===== src/rtl/sqw_pkg.sv =====
package sqw_pkg;

  typedef enum logic [1:0] {
    STEP_TWO   = 2'd0,
    STEP_ONE   = 2'd1,
    STEP_THREE = 2'd2
  } step_kind_t;

endpackage


===== src/rtl/sqw_gate_edge.sv =====
module sqw_gate_edge (
  input  logic clk,
  input  logic rst_n,
  input  logic gate_in,
  output logic gate_rise
);

  logic gate_q;

  always_ff @(posedge clk or negedge rst_n) begin
    if (!rst_n) gate_q <= 1'b1;
    else        gate_q <= gate_in;
  end

  assign gate_rise = gate_in & ~gate_q;

endmodule


===== src/rtl/sqw_step.sv =====
module sqw_step
  import sqw_pkg::*;
#(
  parameter int EXT_W = 17
) (
  input  logic [EXT_W-1:0] ce_cur,
  input  logic             odd_ff,
  output logic [EXT_W-1:0] ce_next,
  output logic             term_hit
);

  step_kind_t       kind;
  logic [EXT_W-1:0] amount;

  always_comb begin
    if (!ce_cur[0])  kind = STEP_TWO;
    else if (odd_ff) kind = STEP_THREE;
    else             kind = STEP_ONE;

    case (kind)
      STEP_ONE:   amount = EXT_W'(1);
      STEP_THREE: amount = EXT_W'(3);
      default:    amount = EXT_W'(2);
    endcase

    term_hit = (ce_cur <= amount);
    ce_next  = term_hit ? '0 : (ce_cur - amount);
  end

endmodule


===== src/rtl/sqwave_timer.sv =====
module sqwave_timer #(
  parameter int CNT_W = 16
) (
  input  logic             clk,
  input  logic             rst_n,
  input  logic             tick_en,
  input  logic             gate_in,
  input  logic             mode_set,
  input  logic             load_req,
  input  logic [CNT_W-1:0] load_val,
  output logic             wave_out,
  output logic [CNT_W-1:0] count_val
);

  localparam int EXT_W = CNT_W + 1;
  localparam logic [EXT_W-1:0] FULL_CNT = EXT_W'(1) << CNT_W;

  logic [EXT_W-1:0] ce_q, ce_d;
  logic [CNT_W-1:0] cr_q, cr_d;
  logic             odd_q, odd_d;
  logic             out_q, out_d;
  logic             loaded_q, loaded_d;
  logic             first_q, first_d;
  logic             trig_q, trig_d;

  logic             gate_rise;
  logic [EXT_W-1:0] step_next;
  logic             step_term;
  logic [EXT_W-1:0] cr_ext;
  logic             running;

  sqw_gate_edge u_edge (
    .clk      (clk),
    .rst_n    (rst_n),
    .gate_in  (gate_in),
    .gate_rise(gate_rise)
  );

  sqw_step #(.EXT_W(EXT_W)) u_step (
    .ce_cur  (ce_q),
    .odd_ff  (odd_q),
    .ce_next (step_next),
    .term_hit(step_term)
  );

  assign cr_ext  = (cr_q == '0) ? FULL_CNT : {1'b0, cr_q};
  assign running = loaded_q & ~first_q;

  always_comb begin
    ce_d     = ce_q;
    cr_d     = cr_q;
    odd_d    = odd_q;
    out_d    = out_q;
    loaded_d = loaded_q;
    first_d  = first_q;
    trig_d   = trig_q;

    if (mode_set) begin
      cr_d     = '0;
      odd_d    = 1'b0;
      out_d    = 1'b1;
      loaded_d = 1'b0;
      first_d  = 1'b0;
      trig_d   = 1'b0;
    end else begin
      if (!gate_in) begin
        out_d = 1'b1;
      end else if (tick_en) begin
        if (first_q || trig_q) begin
          ce_d    = cr_ext;
          odd_d   = 1'b0;
          out_d   = 1'b1;
          first_d = 1'b0;
          trig_d  = 1'b0;
        end else if (running) begin
          if (step_term) begin
            ce_d  = cr_ext;
            odd_d = ~odd_q;
            out_d = ~out_q;
          end else begin
            ce_d = step_next;
          end
        end
      end

      if (load_req) begin
        cr_d     = load_val;
        loaded_d = 1'b1;
        if (!loaded_q) first_d = 1'b1;
      end

      if (gate_rise && loaded_q) trig_d = 1'b1;
    end
  end

  always_ff @(posedge clk or negedge rst_n) begin
    if (!rst_n) begin
      ce_q     <= '0;
      cr_q     <= '0;
      odd_q    <= 1'b0;
      out_q    <= 1'b1;
      loaded_q <= 1'b0;
      first_q  <= 1'b0;
      trig_q   <= 1'b0;
    end else begin
      ce_q     <= ce_d;
      cr_q     <= cr_d;
      odd_q    <= odd_d;
      out_q    <= out_d;
      loaded_q <= loaded_d;
      first_q  <= first_d;
      trig_q   <= trig_d;
    end
  end

  assign wave_out  = out_q;
  assign count_val = ce_q[CNT_W-1:0];


  no_overflow_chk: assert property (@(posedge clk) disable iff (!rst_n)
    ce_q <= FULL_CNT);


  idle_hold_chk: assert property (@(posedge clk) disable iff (!rst_n)
    !tick_en |=> $stable(ce_q));


  gate_low_out_chk: assert property (@(posedge clk) disable iff (!rst_n)
    !gate_in |=> out_q);


  mode_set_out_chk: assert property (@(posedge clk) disable iff (!rst_n)
    mode_set |=> (out_q && !loaded_q));


  even_step_chk: assert property (@(posedge clk) disable iff (!rst_n)
    (tick_en && gate_in && running && !trig_q && !mode_set && !ce_q[0] && ce_q > EXT_W'(2))
    |=> ce_q == $past(ce_q) - EXT_W'(2));


  odd_to_even_chk: assert property (@(posedge clk) disable iff (!rst_n)
    (tick_en && gate_in && running && !trig_q && !mode_set && ce_q[0] && ce_q > EXT_W'(3))
    |=> !ce_q[0]);


  term_toggle_chk: assert property (@(posedge clk) disable iff (!rst_n)
    (tick_en && gate_in && running && !trig_q && !mode_set && step_term)
    |=> (out_q != $past(out_q)) && (odd_q != $past(odd_q)));

endmodule


===== config.mk =====
export PLATFORM = sky130hd
export DESIGN_NAME = sqwave_timer
export DESIGN_NICKNAME = d
export VERILOG_FILES = /design/src/rtl/sqw_pkg.sv /design/src/rtl/sqw_gate_edge.sv /design/src/rtl/sqw_step.sv /design/src/rtl/sqwave_timer.sv
export SDC_FILE = /design/constraint.sdc
export NUM_CORES = 1
export LEC_CHECK = 0
export ABC_CLOCK_PERIOD_IN_PS = 6750
export BUFFER_PORTS_ARGS = -buffer_cell sky130_fd_sc_hd__buf_2
export CAP_MARGIN = 20
export CORE_ASPECT_RATIO = 0.7
export CORE_MARGIN = 10
export CORE_UTILIZATION = 60
export DETAILED_ROUTE_END_ITERATION = 7
export PLACE_DENSITY = 0.85
export SLEW_MARGIN = 10
export SYNTH_ARGS = -nofsm -noshare
export SYNTH_HDL_FRONTEND = slang
export SYNTH_SLANG_ARGS = --single-unit

===== constraint.sdc =====
create_clock -name clk -period 6.75 [get_ports clk]
set_input_delay 0.3375 -clock clk [delete_from_list [all_inputs] [get_ports clk]]
set_output_delay 0.3375 -clock clk [all_outputs]
set_load 0.005 [all_outputs]

==> impl_metrics.toml <==
[drt]
drt_first_iter_violations = 168
avgRoutedWirePerCell_um = 17.0
routed_via_density = 6.04
drc_errors = 0
num_vias = 1871
detailedRoute.firstPassIterationCount = 4
route.antenna.remaining_nets = 0
wirelength_mm = 5.28

[critical_path]
worst-endpoint-required_ns = 6.93
cp_slowest_cell = "sky130_fd_sc_hd__a31oi_2"
cp_top_family = "compound AO/OA/AOI/OAI gates"
worst-path-buf-inv = 1
setup.worst_path.class = "flip-flop to flip-flop"
crit_chain = "inv_1 > nor2_1 > ha_1 > nand2b_1 > a22o_1 > a31oi_2 > o21ai_0 > a311o_1"
worstPathArrival_ns = 2.89
critPathLaunchType = "flip-flop"
cpPeakStageDelay_ns = 0.84
worst-path-max-fanout = 21
endpoint_kind = "flip-flop"

[global_routing]
grt-busiest-layer = "met1"
antenna_found_initial = 0
global_route.usage.met1_pct = 23.6
grt_pass1_vias = 1811
grt_start_max_net_pins = 40
global_route_wire_length_before_repair_mm = 8.99
global_route.usage.met3_pct = 6.14
overflow = 0
met2_usage_pct = 22.4
grt_util_all_layers_pct = 16.6

[floorplan]
core_region_area_mm2 = 0.00358
num_rows = 18
top_level_ports = 39
start_util_pct = 63.0
die_w_um = 93.3
chipHeight_um = 71.3
dieArea_mm2 = 0.00665

[place]
dpl.hpwl_mm = 3.84
final_weighted_congestion_of_routability_driven_global_placement = 0.884
detailed_place.area_mm2 = 0.00234
input_output_buffers = 38
cells_after_dpl = 303

[timing]
final-hold-violation-count = 0
timing.final.max_slew_violations = 0
period_minus_slack_ns = 2.72
final.period_utilization_pct = 40.2
tightestPinTransition_ns = 1.02
grt_setup_unrepaired = "false"
maxClockFrequency_ghz = 0.368
timing.final.setup_violations = 0
timing.slew.headroom_pct = 31.7
setup_total_negative_slack_ns = 0
setup_clock_skew_after_layout_ns = 0.00587

[clock_tree]
cts.sinks = 39
post-cts-setup-buffers = 0
cts.repair.resized = 0
cts_inserted_buffers = 5
h-tree-depth = 2
ctsLongestPathBuffers = 2
tritoncts = "done"
cts.reportedPaths.clkPinSlew_ns = 0.08
clock_insertion_delay_worst_skew_ns = 0.29
post_cts_hold_buffer_count = 0
cts_root_buf = "sky130_fd_sc_hd__clkbuf_8"

[layout]
antenna_cells = 0
area_growth_pct = 7.82
final_area_mm2 = 0.00243
post_route_cells_drive_above_1_share_pct = 22.7
final_net_count = 285
layoutNonFillerInstCount = 310
layout.filler_cells = 316

[logic_synthesis]
count_of_synthesis_stage_warnings_from_yosys = 0
post_synthesis_mux_area_share_pct = 8.44
syn_nets = 269
synth_cells = 244
ys.flop_type = "sky130_fd_sc_hd__dfrtp_1"
syn_area_per_cell_um2 = 9.24
synth.ff_latch_count = 39
synth-compound-area-share_pct = 10.3
synth_cell_type_count = 43
synth_adder_area_share_pct = 2.00
synth_enable_flop_cells = 0
post_synth_instance_area_mm2 = 0.00225
synth_top_family_by_area = "simple AND/OR/NAND/NOR gates"
synth_xor_area_share_pct = 0
async_reset_ff_share_pct = 100
synth_sequential_area_ratio_pct = 43.4
synth_simple_gate_area_share_pct = 26.2

[power]
static-leakage-power_nw = 1.12
power.density_cell_area_mw_per_mm2 = 276
vdd_drop_max_mv = 0.144

[worst_hold_path]
min_path_type = "input pin to async pin"

[status]
result_of_the_run = "finished clean"

[job]
maxCapViolCount = 0
==> cell families (layout without fill, tap and decap cells) <==
logic type	Yosys count	count (layout)
AOI/OAI and AO/OA	33	33
adders and majority gates	3	3
buffers and inverters	39	55
DFF	39	39
muxes	19	19
and+or+nand+nor	111	111
==> cell usage after synthesis (2+ instances only) <==
cell type / n / share of area, %
sky130_fd_sc_hd__a221o_1: 2 / 0.89
sky130_fd_sc_hd__dfstp_2: 2 / 2.3
sky130_fd_sc_hd__dfrtp_1: 37 / 41
sky130_fd_sc_hd__nand2_1: 18 / 3.0
sky130_fd_sc_hd__nor3_1: 6 / 1.3
sky130_fd_sc_hd__or3_1: 5 / 1.4
sky130_fd_sc_hd__nand3_1: 15 / 3.3
sky130_fd_sc_hd__or4_1: 5 / 1.7
sky130_fd_sc_hd__nor2_1: 29 / 4.8
sky130_fd_sc_hd__nand4_1: 5 / 1.4
sky130_fd_sc_hd__nor3b_1: 4 / 1.3
sky130_fd_sc_hd__mux2i_1: 19 / 8.4
sky130_fd_sc_hd__and3_1: 3 / 0.83
sky130_fd_sc_hd__o311ai_0: 2 / 0.78
sky130_fd_sc_hd__nor4_1: 11 / 3.1
sky130_fd_sc_hd__a22oi_1: 2 / 0.67
sky130_fd_sc_hd__a2bb2oi_1: 3 / 1.2
sky130_fd_sc_hd__or2_2: 2 / 0.55
sky130_fd_sc_hd__a31oi_1: 3 / 0.83
sky130_fd_sc_hd__buf_4: 16 / 5.3
sky130_fd_sc_hd__inv_1: 9 / 1.5
sky130_fd_sc_hd__buf_2: 2 / 0.44
sky130_fd_sc_hd__o211ai_1: 2 / 0.67
sky130_fd_sc_hd__a21oi_1: 6 / 1.3
sky130_fd_sc_hd__clkbuf_1: 10 / 1.7
sky130_fd_sc_hd__and3_2: 2 / 0.67
sky130_fd_sc_hd__o21ai_0: 7 / 1.6
sky130_fd_sc_hd__ha_1: 2 / 1.1
==> through the flow <==
stage / power [mW] / worst slack, ns / util (%) / hold WS (ns)
after floorplan: 0.471 / 4.54 / - / 0.0419
after global placement: 0.504 / 4.16 / 65.4 / 0.474
after detailed placement: 0.513 / 4.06 / 65.4 / 0.479
after CTS: 0.672 / 4.05 / 67.9 / 0.164
after global routing: 0.719 / 3.82 / 67.9 / 0.172
final: 0.670 / 4.03 / 67.9 / 0.145
==> path summary, 6_finish.rpt <==
check / depth (start not counted) / from / slack (ns) / end
max reg2reg: 8 / ce_q[0] / 4.03 / ce_q[9]
min: 1 / rst_n / 0.15 / ce_q[11]
max: 8 / ce_q[0] / 4.03 / ce_q[9]
min in group clk: 1 / gate_in / 0.17 / u_edge.gate_q
min reg2reg: 1 / ce_q[16] / 0.55 / ce_q[16]
max in group asynchronous: 1 / rst_n / 6.07 / cr_q[9]
==> sequential cells by signal, indices dropped and copies added, names as in the netlist <==
register,flops
odd_q,1
wave_out,1
loaded_q,1
u_edge.gate_q,1
cr_q,16
ce_q,17
first_q,1
trig_q,1
==> cells in the final DEF (no fill, tap or decap), types with 6 or more instances in the layout <==
| cell type | n |
|---|---|
| sky130_fd_sc_hd__nand3_1 | 15 |
| sky130_fd_sc_hd__clkbuf_8 | 6 |
| sky130_fd_sc_hd__inv_1 | 9 |
| sky130_fd_sc_hd__dfrtp_1 | 37 |
| sky130_fd_sc_hd__nor4_1 | 11 |
| sky130_fd_sc_hd__mux2i_1 | 19 |
| sky130_fd_sc_hd__buf_2 | 38 |
| sky130_fd_sc_hd__nor2_1 | 29 |
| sky130_fd_sc_hd__nand2_1 | 18 |
| sky130_fd_sc_hd__a21oi_1 | 6 |
| sky130_fd_sc_hd__o21ai_0 | 7 |
==> worst register-to-register path: stages, from the launching register on <==
cell	delay [ns]
sky130_fd_sc_hd__dfrtp_1	0.41
sky130_fd_sc_hd__inv_1	0.10
sky130_fd_sc_hd__nor2_1	0.08
sky130_fd_sc_hd__ha_1	0.30
sky130_fd_sc_hd__nand2b_1	0.12
sky130_fd_sc_hd__a22o_1	0.25
sky130_fd_sc_hd__a31oi_2	0.84
sky130_fd_sc_hd__o21ai_0	0.21
sky130_fd_sc_hd__a311o_1	0.30
==> routing by layer <==
| metal | up-vias | share of wire [%] |
|---|---|---|
| met5 | - | 0 |
| met4 | 0 | 0.89 |
| met3 | 5 | 9.6 |
| met2 | 77 | 41 |
| met1 | 891 | 49 |
| li1 | 898 | - |
==> report_power, final <==
part           internal (mW)  switching [mW]
clock network         0.0802          0.0804
registers              0.266          0.0485
logic                 0.0848           0.110
total                  0.431           0.239
==> cell type report <==
class | instances | area (um^2) | area share [%]
clock buffers | 6 | 82.6 | 3.40
multi-input cells | 166 | 1070 | 44.1
well taps | 50 | 62.6 | 2.57
clock inverters | 1 | 5.00 | 0.206
repair buffers | 39 | 198 | 8.13
inverters | 9 | 33.8 | 1.39
flip-flops and latches | 39 | 978 | 40.2
No activity file was read; power rests on OpenSTA's default activity.
